`config.mk`:
```
export PLATFORM = sky130hd
export DESIGN_NAME = mac_chain_edrop
export DESIGN_NICKNAME = d
export VERILOG_FILES = /design/src/rtl/mac_chain_pkg.sv /design/src/rtl/mac_stage.sv /design/src/rtl/out_pick.sv /design/src/rtl/mac_chain_edrop.sv
export SDC_FILE = /design/constraint.sdc
export NUM_CORES = 1
export LEC_CHECK = 0
export ABC_AREA = 1
export CORE_ASPECT_RATIO = 1.75
export CORE_MARGIN = 5
export CORE_UTILIZATION = 45
export DETAILED_ROUTE_END_ITERATION = 6
export PLACE_DENSITY = 0.61
export SLEW_MARGIN = 20
export SYNTH_ARGS = -nofsm -noshare
export SYNTH_HDL_FRONTEND = slang
export SYNTH_HIERARCHICAL = 1
export SYNTH_SLANG_ARGS = --single-unit
```
`constraint.sdc`:
```
create_clock -name clk -period 8.16 [get_ports clk]
set_input_delay 0.816 -clock clk [delete_from_list [all_inputs] [get_ports clk]]
set_output_delay 0.816 -clock clk [all_outputs]
set_load 0.02 [all_outputs]
```
`src/rtl/mac_chain_pkg.sv`:
```
package mac_chain_pkg;
    parameter int DEF_STAGES = 4;
    parameter int DEF_OP_W   = 8;
    parameter int DEF_SUM_W  = 24;
endpackage

```
`src/rtl/mac_stage.sv`:
```
module mac_stage #(
    parameter int IDX = 0,
    parameter int N   = 4,
    parameter int AW  = 8,
    parameter int SW  = 24,
    parameter int CW  = 3
) (
    input  logic            clk,
    input  logic            rst,
    input  logic            up_valid,
    input  logic [SW-1:0]   up_main,
    input  logic [SW-1:0]   up_shadow,
    input  logic            up_err,
    input  logic [CW-1:0]   up_drops,
    input  logic [N*AW-1:0] up_acts,
    input  logic [N-1:0]    up_inj,
    input  logic [AW-1:0]   weight,
    input  logic            faulty,
    output logic            dn_valid,
    output logic [SW-1:0]   dn_main,
    output logic [SW-1:0]   dn_shadow,
    output logic            dn_err,
    output logic [CW-1:0]   dn_drops,
    output logic [N*AW-1:0] dn_acts,
    output logic [N-1:0]    dn_inj
);
    localparam int PW = 2 * AW;

    typedef struct packed {
        logic            valid;
        logic [SW-1:0]   main;
        logic [SW-1:0]   shadow;
        logic [CW-1:0]   drops;
        logic [N*AW-1:0] acts;
        logic [N-1:0]    inj;
    } stage_t;

    stage_t st_d, st_q;

    logic [AW-1:0]        act;
    logic signed [PW-1:0] prod;
    logic [SW-1:0]        prod_ext;
    logic [SW-1:0]        base;
    logic [SW-1:0]        fixed;
    logic                 take;

    always_comb begin
        act      = up_acts[IDX*AW +: AW];
        prod     = $signed(weight) * $signed(act);
        prod_ext = {{(SW-PW){prod[PW-1]}}, prod};
        // error mux: predecessor's shadow replaces its main on a mismatch
        base     = up_err ? up_shadow : up_main;
        // zero activation, faulty stage or recovery cycle bypass the multiplier
        take     = !faulty && !up_err && (act != '0);
        fixed    = take ? (base + prod_ext) : base;

        st_d       = st_q;
        st_d.valid = up_valid;
        if (up_valid) begin
            st_d.shadow = fixed;
            st_d.main   = up_inj[IDX] ? ~fixed : fixed;
            st_d.drops  = up_drops + CW'(up_err && !faulty);
            st_d.acts   = up_acts;
            st_d.inj    = up_inj;
        end
    end

    always_ff @(posedge clk) begin
        if (rst) st_q <= '0;
        else     st_q <= st_d;
    end

    assign dn_valid  = st_q.valid;
    assign dn_main   = st_q.main;
    assign dn_shadow = st_q.shadow;
    assign dn_err    = (st_q.main != st_q.shadow);
    assign dn_drops  = st_q.drops;
    assign dn_acts   = st_q.acts;
    assign dn_inj    = st_q.inj;
endmodule

```
`src/rtl/out_pick.sv`:
```
module out_pick #(
    parameter int SW = 24,
    parameter int CW = 3
) (
    input  logic          tail_valid,
    input  logic [SW-1:0] tail_main,
    input  logic [SW-1:0] tail_shadow,
    input  logic          tail_err,
    input  logic [CW-1:0] tail_drops,
    output logic          out_valid,
    output logic [SW-1:0] out_sum,
    output logic [CW-1:0] out_drops
);
    always_comb begin
        out_valid = tail_valid;
        out_sum   = tail_err ? tail_shadow : tail_main;
        out_drops = tail_drops;
    end
endmodule

```
`src/rtl/mac_chain_edrop.sv`:
```
module mac_chain_edrop #(
    parameter int N  = mac_chain_pkg::DEF_STAGES,
    parameter int AW = mac_chain_pkg::DEF_OP_W,
    parameter int SW = mac_chain_pkg::DEF_SUM_W
) (
    input  logic              clk,
    input  logic              rst,
    input  logic              in_valid,
    input  logic [SW-1:0]     in_psum,
    input  logic [N*AW-1:0]   in_act,
    input  logic [N*AW-1:0]   weights,
    input  logic [N-1:0]      fault_mask,
    input  logic [N-1:0]      inj_mask,
    output logic              out_valid,
    output logic [SW-1:0]     out_sum,
    output logic [$clog2(N):0] out_drops
);
    localparam int CW = $clog2(N) + 1;

    logic [N-1:0]                 up_v, v_w, up_e, e_w;
    logic [N-1:0][SW-1:0]         up_m, up_s, m_w, s_w;
    logic [N-1:0][CW-1:0]         up_d, d_w;
    logic [N-1:0][N*AW-1:0]       up_a, a_w;
    logic [N-1:0][N-1:0]          up_j, j_w;

    for (genvar i = 0; i < N; i++) begin : g_stage
        if (i == 0) begin : g_head
            assign up_v[i] = in_valid;
            assign up_m[i] = in_psum;
            assign up_s[i] = in_psum;
            assign up_e[i] = 1'b0;
            assign up_d[i] = '0;
            assign up_a[i] = in_act;
            assign up_j[i] = inj_mask;
        end else begin : g_link
            assign up_v[i] = v_w[i-1];
            assign up_m[i] = m_w[i-1];
            assign up_s[i] = s_w[i-1];
            assign up_e[i] = e_w[i-1];
            assign up_d[i] = d_w[i-1];
            assign up_a[i] = a_w[i-1];
            assign up_j[i] = j_w[i-1];
        end

        mac_stage #(.IDX(i), .N(N), .AW(AW), .SW(SW), .CW(CW)) u_stage (
            .clk       (clk),
            .rst       (rst),
            .up_valid  (up_v[i]),
            .up_main   (up_m[i]),
            .up_shadow (up_s[i]),
            .up_err    (up_e[i]),
            .up_drops  (up_d[i]),
            .up_acts   (up_a[i]),
            .up_inj    (up_j[i]),
            .weight    (weights[i*AW +: AW]),
            .faulty    (fault_mask[i]),
            .dn_valid  (v_w[i]),
            .dn_main   (m_w[i]),
            .dn_shadow (s_w[i]),
            .dn_err    (e_w[i]),
            .dn_drops  (d_w[i]),
            .dn_acts   (a_w[i]),
            .dn_inj    (j_w[i])
        );
    end

    logic unused_tail;
    assign unused_tail = ^{a_w[N-1], j_w[N-1]};

    out_pick #(.SW(SW), .CW(CW)) u_pick (
        .tail_valid  (v_w[N-1]),
        .tail_main   (m_w[N-1]),
        .tail_shadow (s_w[N-1]),
        .tail_err    (e_w[N-1]),
        .tail_drops  (d_w[N-1]),
        .out_valid   (out_valid),
        .out_sum     (out_sum),
        .out_drops   (out_drops)
    );
endmodule

```
== After elaboration in Yosys (flattened, before gate mapping) ==
Index checks and enable logic that the tools add are counted.

* Input port bits: 99
* Word-level logic and storage cells: 72
* Output and inout port bits: 28
* Flip-flop bits (word level): 311

* Reductions and logical operators: 21
* Multiplexer cells: 12
* $add $sub $neg: 6
* Equality and inequality tests: 4
* Bitwise logic cells: 4
* Multipliers: 4

{| class="wikitable"
|+ Operator list
! operator !! number
|-
| $mux W24 || 12
|-
| $add A24 B24 Y24 || 4
|-
| $ne A24 B24 Y1 || 4
|-
| $not A24 Y24 || 4
|-
| $mul A8 B8 Y16 || 4
|-
| $reduce_bool A8 Y1 || 4
|-
| $logic_and A1 B1 Y1 || 10
|-
| $logic_not A1 Y1 || 7
|-
| $add A3 B1 Y3 || 1
|-
| $add A1 B1 Y2 || 1
|}

== Depth between registers and ports, before layout ==
* Word-level depth: 7
* Depth in mapped cells: 42
* Mapped depth without buffers: 41

== By module ==
Netlist, hierarchy kept.

{| class="wikitable"
|+ Modules (own cells, without submodules)
! module !! instances !! area an instance (sq um) !! cells each
|-
| mac_stage (g_stage[3].u_stage) || 1 || 8052.7 || 1163
|-
| mac_stage (g_stage[2].u_stage) || 1 || 7940.1 || 1156
|-
| mac_stage (g_stage[0].u_stage) || 1 || 7877.6 || 1126
|-
| mac_stage (g_stage[1].u_stage) || 1 || 7801.2 || 1128
|-
| out_pick || 1 || 404.1 || 82
|-
| mac_chain_edrop || 1 || 3.8 || 1
|}

== Worst setup path before layout ==
OpenSTA, ideal clock, no wires.

* Path kind: input-to-reg
* Start point: input weights[0]
* End point: register g_stage[0].u_stage.st_q, in the netlist g_stage[0].u_stage/dn_shadow[22]
* Arrival time: 6.450 ns
* Stages on the path: 31
* Setup time: 0.132 ns
* Setup slack: 1.578 ns
* Data required time: 8.028 ns
* Cells stage by stage: clkbuf_1 or2_2 fa_1 fa_1 inv_1 fa_1 inv_1 fa_1 inv_1 ha_1 a21oi_1 nand2_1 a21oi_1 o21bai_1 a21oi_1 o21bai_1 nand2_1 nand2_1 a21oi_1 xnor2_1 ha_1 nand2_1 o311ai_0 nand4_1 nand2_1 nand2_1 nand2_1 xor2_1 nand2_1 nand3_1 a21oi_1

* Cells in the longest elaborated chain, start to end: 3

{| class="wikitable"
|+ Ends and longest elaborated chain
! item !! RTL line !! source
|-
| from (decl) || mac_chain_edrop.sv:11 || <nowiki>input logic [N*AW-1:0] weights,</nowiki>
|-
| $mul A8 B8 Y16 || mac_stage.sv:49 || <nowiki>prod = $signed(weight) * $signed(act);</nowiki>
|-
| $add A24 B24 Y24 || mac_stage.sv:55 || <nowiki>fixed = take ? (base + prod_ext) : base;</nowiki>
|-
| $mux W24 || mac_stage.sv:55 ||
|-
| to (signal assigned) || mac_stage.sv:70 || <nowiki>else st_q <= st_d;</nowiki>
|-
| to (decl) || mac_stage.sv:38 || <nowiki>stage_t st_d, st_q;</nowiki>
|}

Every way passes these cells.
A chain may end at the register's enable or synchronous reset.

== Final worst setup path ==
* Start point: input in_act[7]
* End point: register g_stage[0].u_stage.st_q, in the netlist g_stage[0].u_stage/dn_main[20]

* Cells in the longest elaborated chain, start to end: 5
* Elaborated cells between the ends (all ways): 7

{| class="wikitable"
|+ Ends and longest elaborated chain
! item !! RTL line !! source
|-
| from (decl) || mac_chain_edrop.sv:10 || <nowiki>input logic [N*AW-1:0] in_act,</nowiki>
|-
| $mul A8 B8 Y16 / $reduce_bool A8 Y1 (equally long branches) || mac_stage.sv:49, mac_stage.sv:54 ||
|-
| $add A24 B24 Y24 / $logic_and A1 B1 Y1 (equally long branches) || mac_stage.sv:55, mac_stage.sv:54 ||
|-
| $mux W24 (*) || mac_stage.sv:55 ||
|-
| $not A24 Y24 || mac_stage.sv:61 || <nowiki>st_d.main = up_inj[IDX] ? ~fixed : fixed;</nowiki>
|-
| $mux W24 (*) || mac_stage.sv:61 ||
|}

Every way passes the cells marked *; elsewhere a longest branch is shown, timed or not.

==> impl_results.md <==
* Status: finished, final reports clean
* Arr. time, crit path at 7.63 ns
* # DRC at 0
* # IOs at 127
* Largest net degree at the start of global routing at 78
* Fin. max-slew vios at 0
* Die Ht at 347 um
* Power Density at 243 mW/mm^2
* RSZ-0062 raised after global routing: false
* CP required at 8.67 ns
* Yosys warns at 6
* Fin crit share at 87.3%
* Crit path kind: input pin to flop
* Setup crit start kind: input pin
* CTS Root Cell: clkbuf_16
* Min-delay src: g_stage[0].u_stage/dn_acts[17]
* Initial DRT Pass Iterations at 5
* CP max stage delay at 0.65 ns
* WHS Endpoint: g_stage[1].u_stage/dn_acts[17]
* CTS Buf Count at 30
* Die width at 202 um
* Total grt overflow at 0
* Worst path slowest cell: o311ai_0
* Layout cells sized above 1 at 6.06%
* Post-CTS Setup Repair Bufs at 0
* Row Count at 123
* CP endpoint kind: flop
* Final hold vios at 0
* Via/cell ratio at 5.09
* IO buf count at 126
* Layout Nets at 4819
* Worst flop-to-flop path endpoint: g_stage[1].u_stage/dn_main[20]
* ANT nets after route at 0
* Worst vdd ir at 0.000174 V
* Routed len/inst at 15.7 um
* Initial Utilization at 45.4%
* WL final at 80400 um
* Die Area at 0.0701 sq mm
* CP top delay family: adder cells
* Critical Path Start: in_act[7]
* Routability congestion estimate at 0.923
* DR iter-0 viols at 1121
* Cell area after synthesis at 0.0291 sq mm
* CTS tree: yes
* Clock Path Buffers at 3
* Ant. Diodes at 0
* Clock power frac at 17.4%
* Fillers at 6623
* Sequential fraction of design power at 19.3%
* Non-filler cells, final at 5118
* Finished Core Util at 49.5%
* First-pass GRT wire length at 128000 um
* WP depth at 33
* Int Power at 4.00 mW
* CTS Hold Bufs at 0
* Worst R2R Path Depth at 36
* Area Overhead vs Synth at 9.19%
* Buf+Inv Stages, Crit Path at 5
* MaxCap Viol Count at 0
* Worst-path fanout max at 5
* Placement Cell Area at 0.0308 sq mm
* Worst-Margin Slew at 1.02 ns
* Vias post-DR at 26000
* Post-CTS Resized at 0
* Rel. slew slack at 31.5%
* Vias in the first global route at 25300
* Dpl cells at 5064
* Area of the multi-input gates at 0.0200 sq mm
* DP Wirelength at 65100 um
* Post-Place Worst Slack at 0.401 ns
* Min Tclk post-route at 7.13 ns
* Core area at 0.0642 sq mm
* Total GRT Usage at 22.1%
* Cell repeated most along the worst path: nand2_1
* Setup slack, reg-to-reg at 1.29 ns
* Static leakage at 16.9 nW
* # setup viols final at 0
* Fin area at 0.0318 sq mm
* Clock Skews at 0.0367 ns
* Hold Crit Class: flop to flop
* Worst r2r src: g_stage[0].u_stage/dn_acts[15]
* Clock sink count at 262
* Mapped Cells at 4289
* Hold Path Stages at 2
* Final setup margin at 1.03 ns
* Setup TNS at 0 ns
* Htree depth at 1
* Sw Share at 48.1%
* Fmax at 140 MHz
* Worst-path clk slew at 0.06 ns
* Net Sw Power at 3.71 mW
* Register area at 0.00525 sq mm
* Avg Inst Size Synth at 6.79 sq um
* Comb pwr share at 63.3%
* Clock Latency Late Sink at 0.59 ns
* Initial antenna violation count at 0
==> tightest hold or removal path: cells and delay by family, from the launching register on <==
family | cells | cell delay [ns]
flip-flops | 1 | 0.32
AND/OR/NAND/NOR | 2 | 0.13
==> stage by stage <==
step	power (mW)	hold WS [ns]
after floorplan	5.32	0.449
after global placement	6.37	0.461
after detailed placement	6.41	0.466
after CTS	7.78	0.484
after global routing	8.41	0.500
final	7.71	0.480
==> worst max-delay path by stage <==
stage                                             endpoint  slack [ns]
after floorplan           g_stage[0].u_stage/dn_shadow[22]        1.58
after global placement    g_stage[0].u_stage/dn_shadow[22]        0.43
after detailed placement  g_stage[0].u_stage/dn_shadow[22]        0.40
after CTS                 g_stage[0].u_stage/dn_shadow[22]        1.00
after global routing        g_stage[0].u_stage/dn_main[20]        0.45
final                       g_stage[0].u_stage/dn_main[20]        1.03
==> placed cells by master (no fill, tap or decap), types with 19 or more instances in the layout <==
cell type / count
nand4_1: 24
clkbuf_16: 30
a31oi_1: 42
nand2_2: 53
o211ai_1: 42
buf_4: 37
clkdlybuf4s50_1: 124
ha_1: 212
inv_1: 757
a21oi_1: 274
xor2_1: 87
inv_2: 23
fa_1: 224
nand3_1: 117
nor2_1: 325
nand3_2: 19
or2_2: 31
xnor2_1: 129
o21ai_1: 22
nand2_1: 1038
dfxtp_1: 261
o21ai_0: 238
==> power by group through the flow <==
stage               clock network (mW)  registers (mW)  logic [mW]
floorplan                            0            1.47        3.85
global placement                     0            1.52        4.86
detailed placement                   0            1.52        4.89
CTS                               1.37            1.49        4.92
global route                      1.42            1.51        5.49
finish                            1.34            1.49        4.88
==> sequential cells by signal, summed over array words and instances (netlist names) <==
signal and cells:
g_stage.u_stage/dn_shadow 96, g_stage.u_stage/dn_main 96, g_stage.u_stage/dn_valid 4, g_stage.u_stage/dn_acts 48, g_stage.u_stage/dn_drops 12, g_stage.u_stage/dn_inj 6
==> per-layer routing <==
| layer | share of wire (%) | vias to the layer above | GRT usage (%) |
|---|---|---|---|
| met5 | 0 | - | 0 |
| met4 | 4.3 | 0 | 8.53 |
| met3 | 2.6 | 154 | 1.65 |
| met2 | 56 | 454 | 44.9 |
| met1 | 37 | 12200 | 23.2 |
| li1 | - | 13200 | - |
==> layout make-up <==
class / count / area share, %
multi-input combinational: 3034 / 63.0
sequential: 262 / 16.5
inverter: 794 / 9.40
timing repair buffer: 162 / 4.79
tap: 812 / 3.20
clock buffer: 37 / 2.63
clock inverter: 17 / 0.476
(Power assumes the default switching activity.)
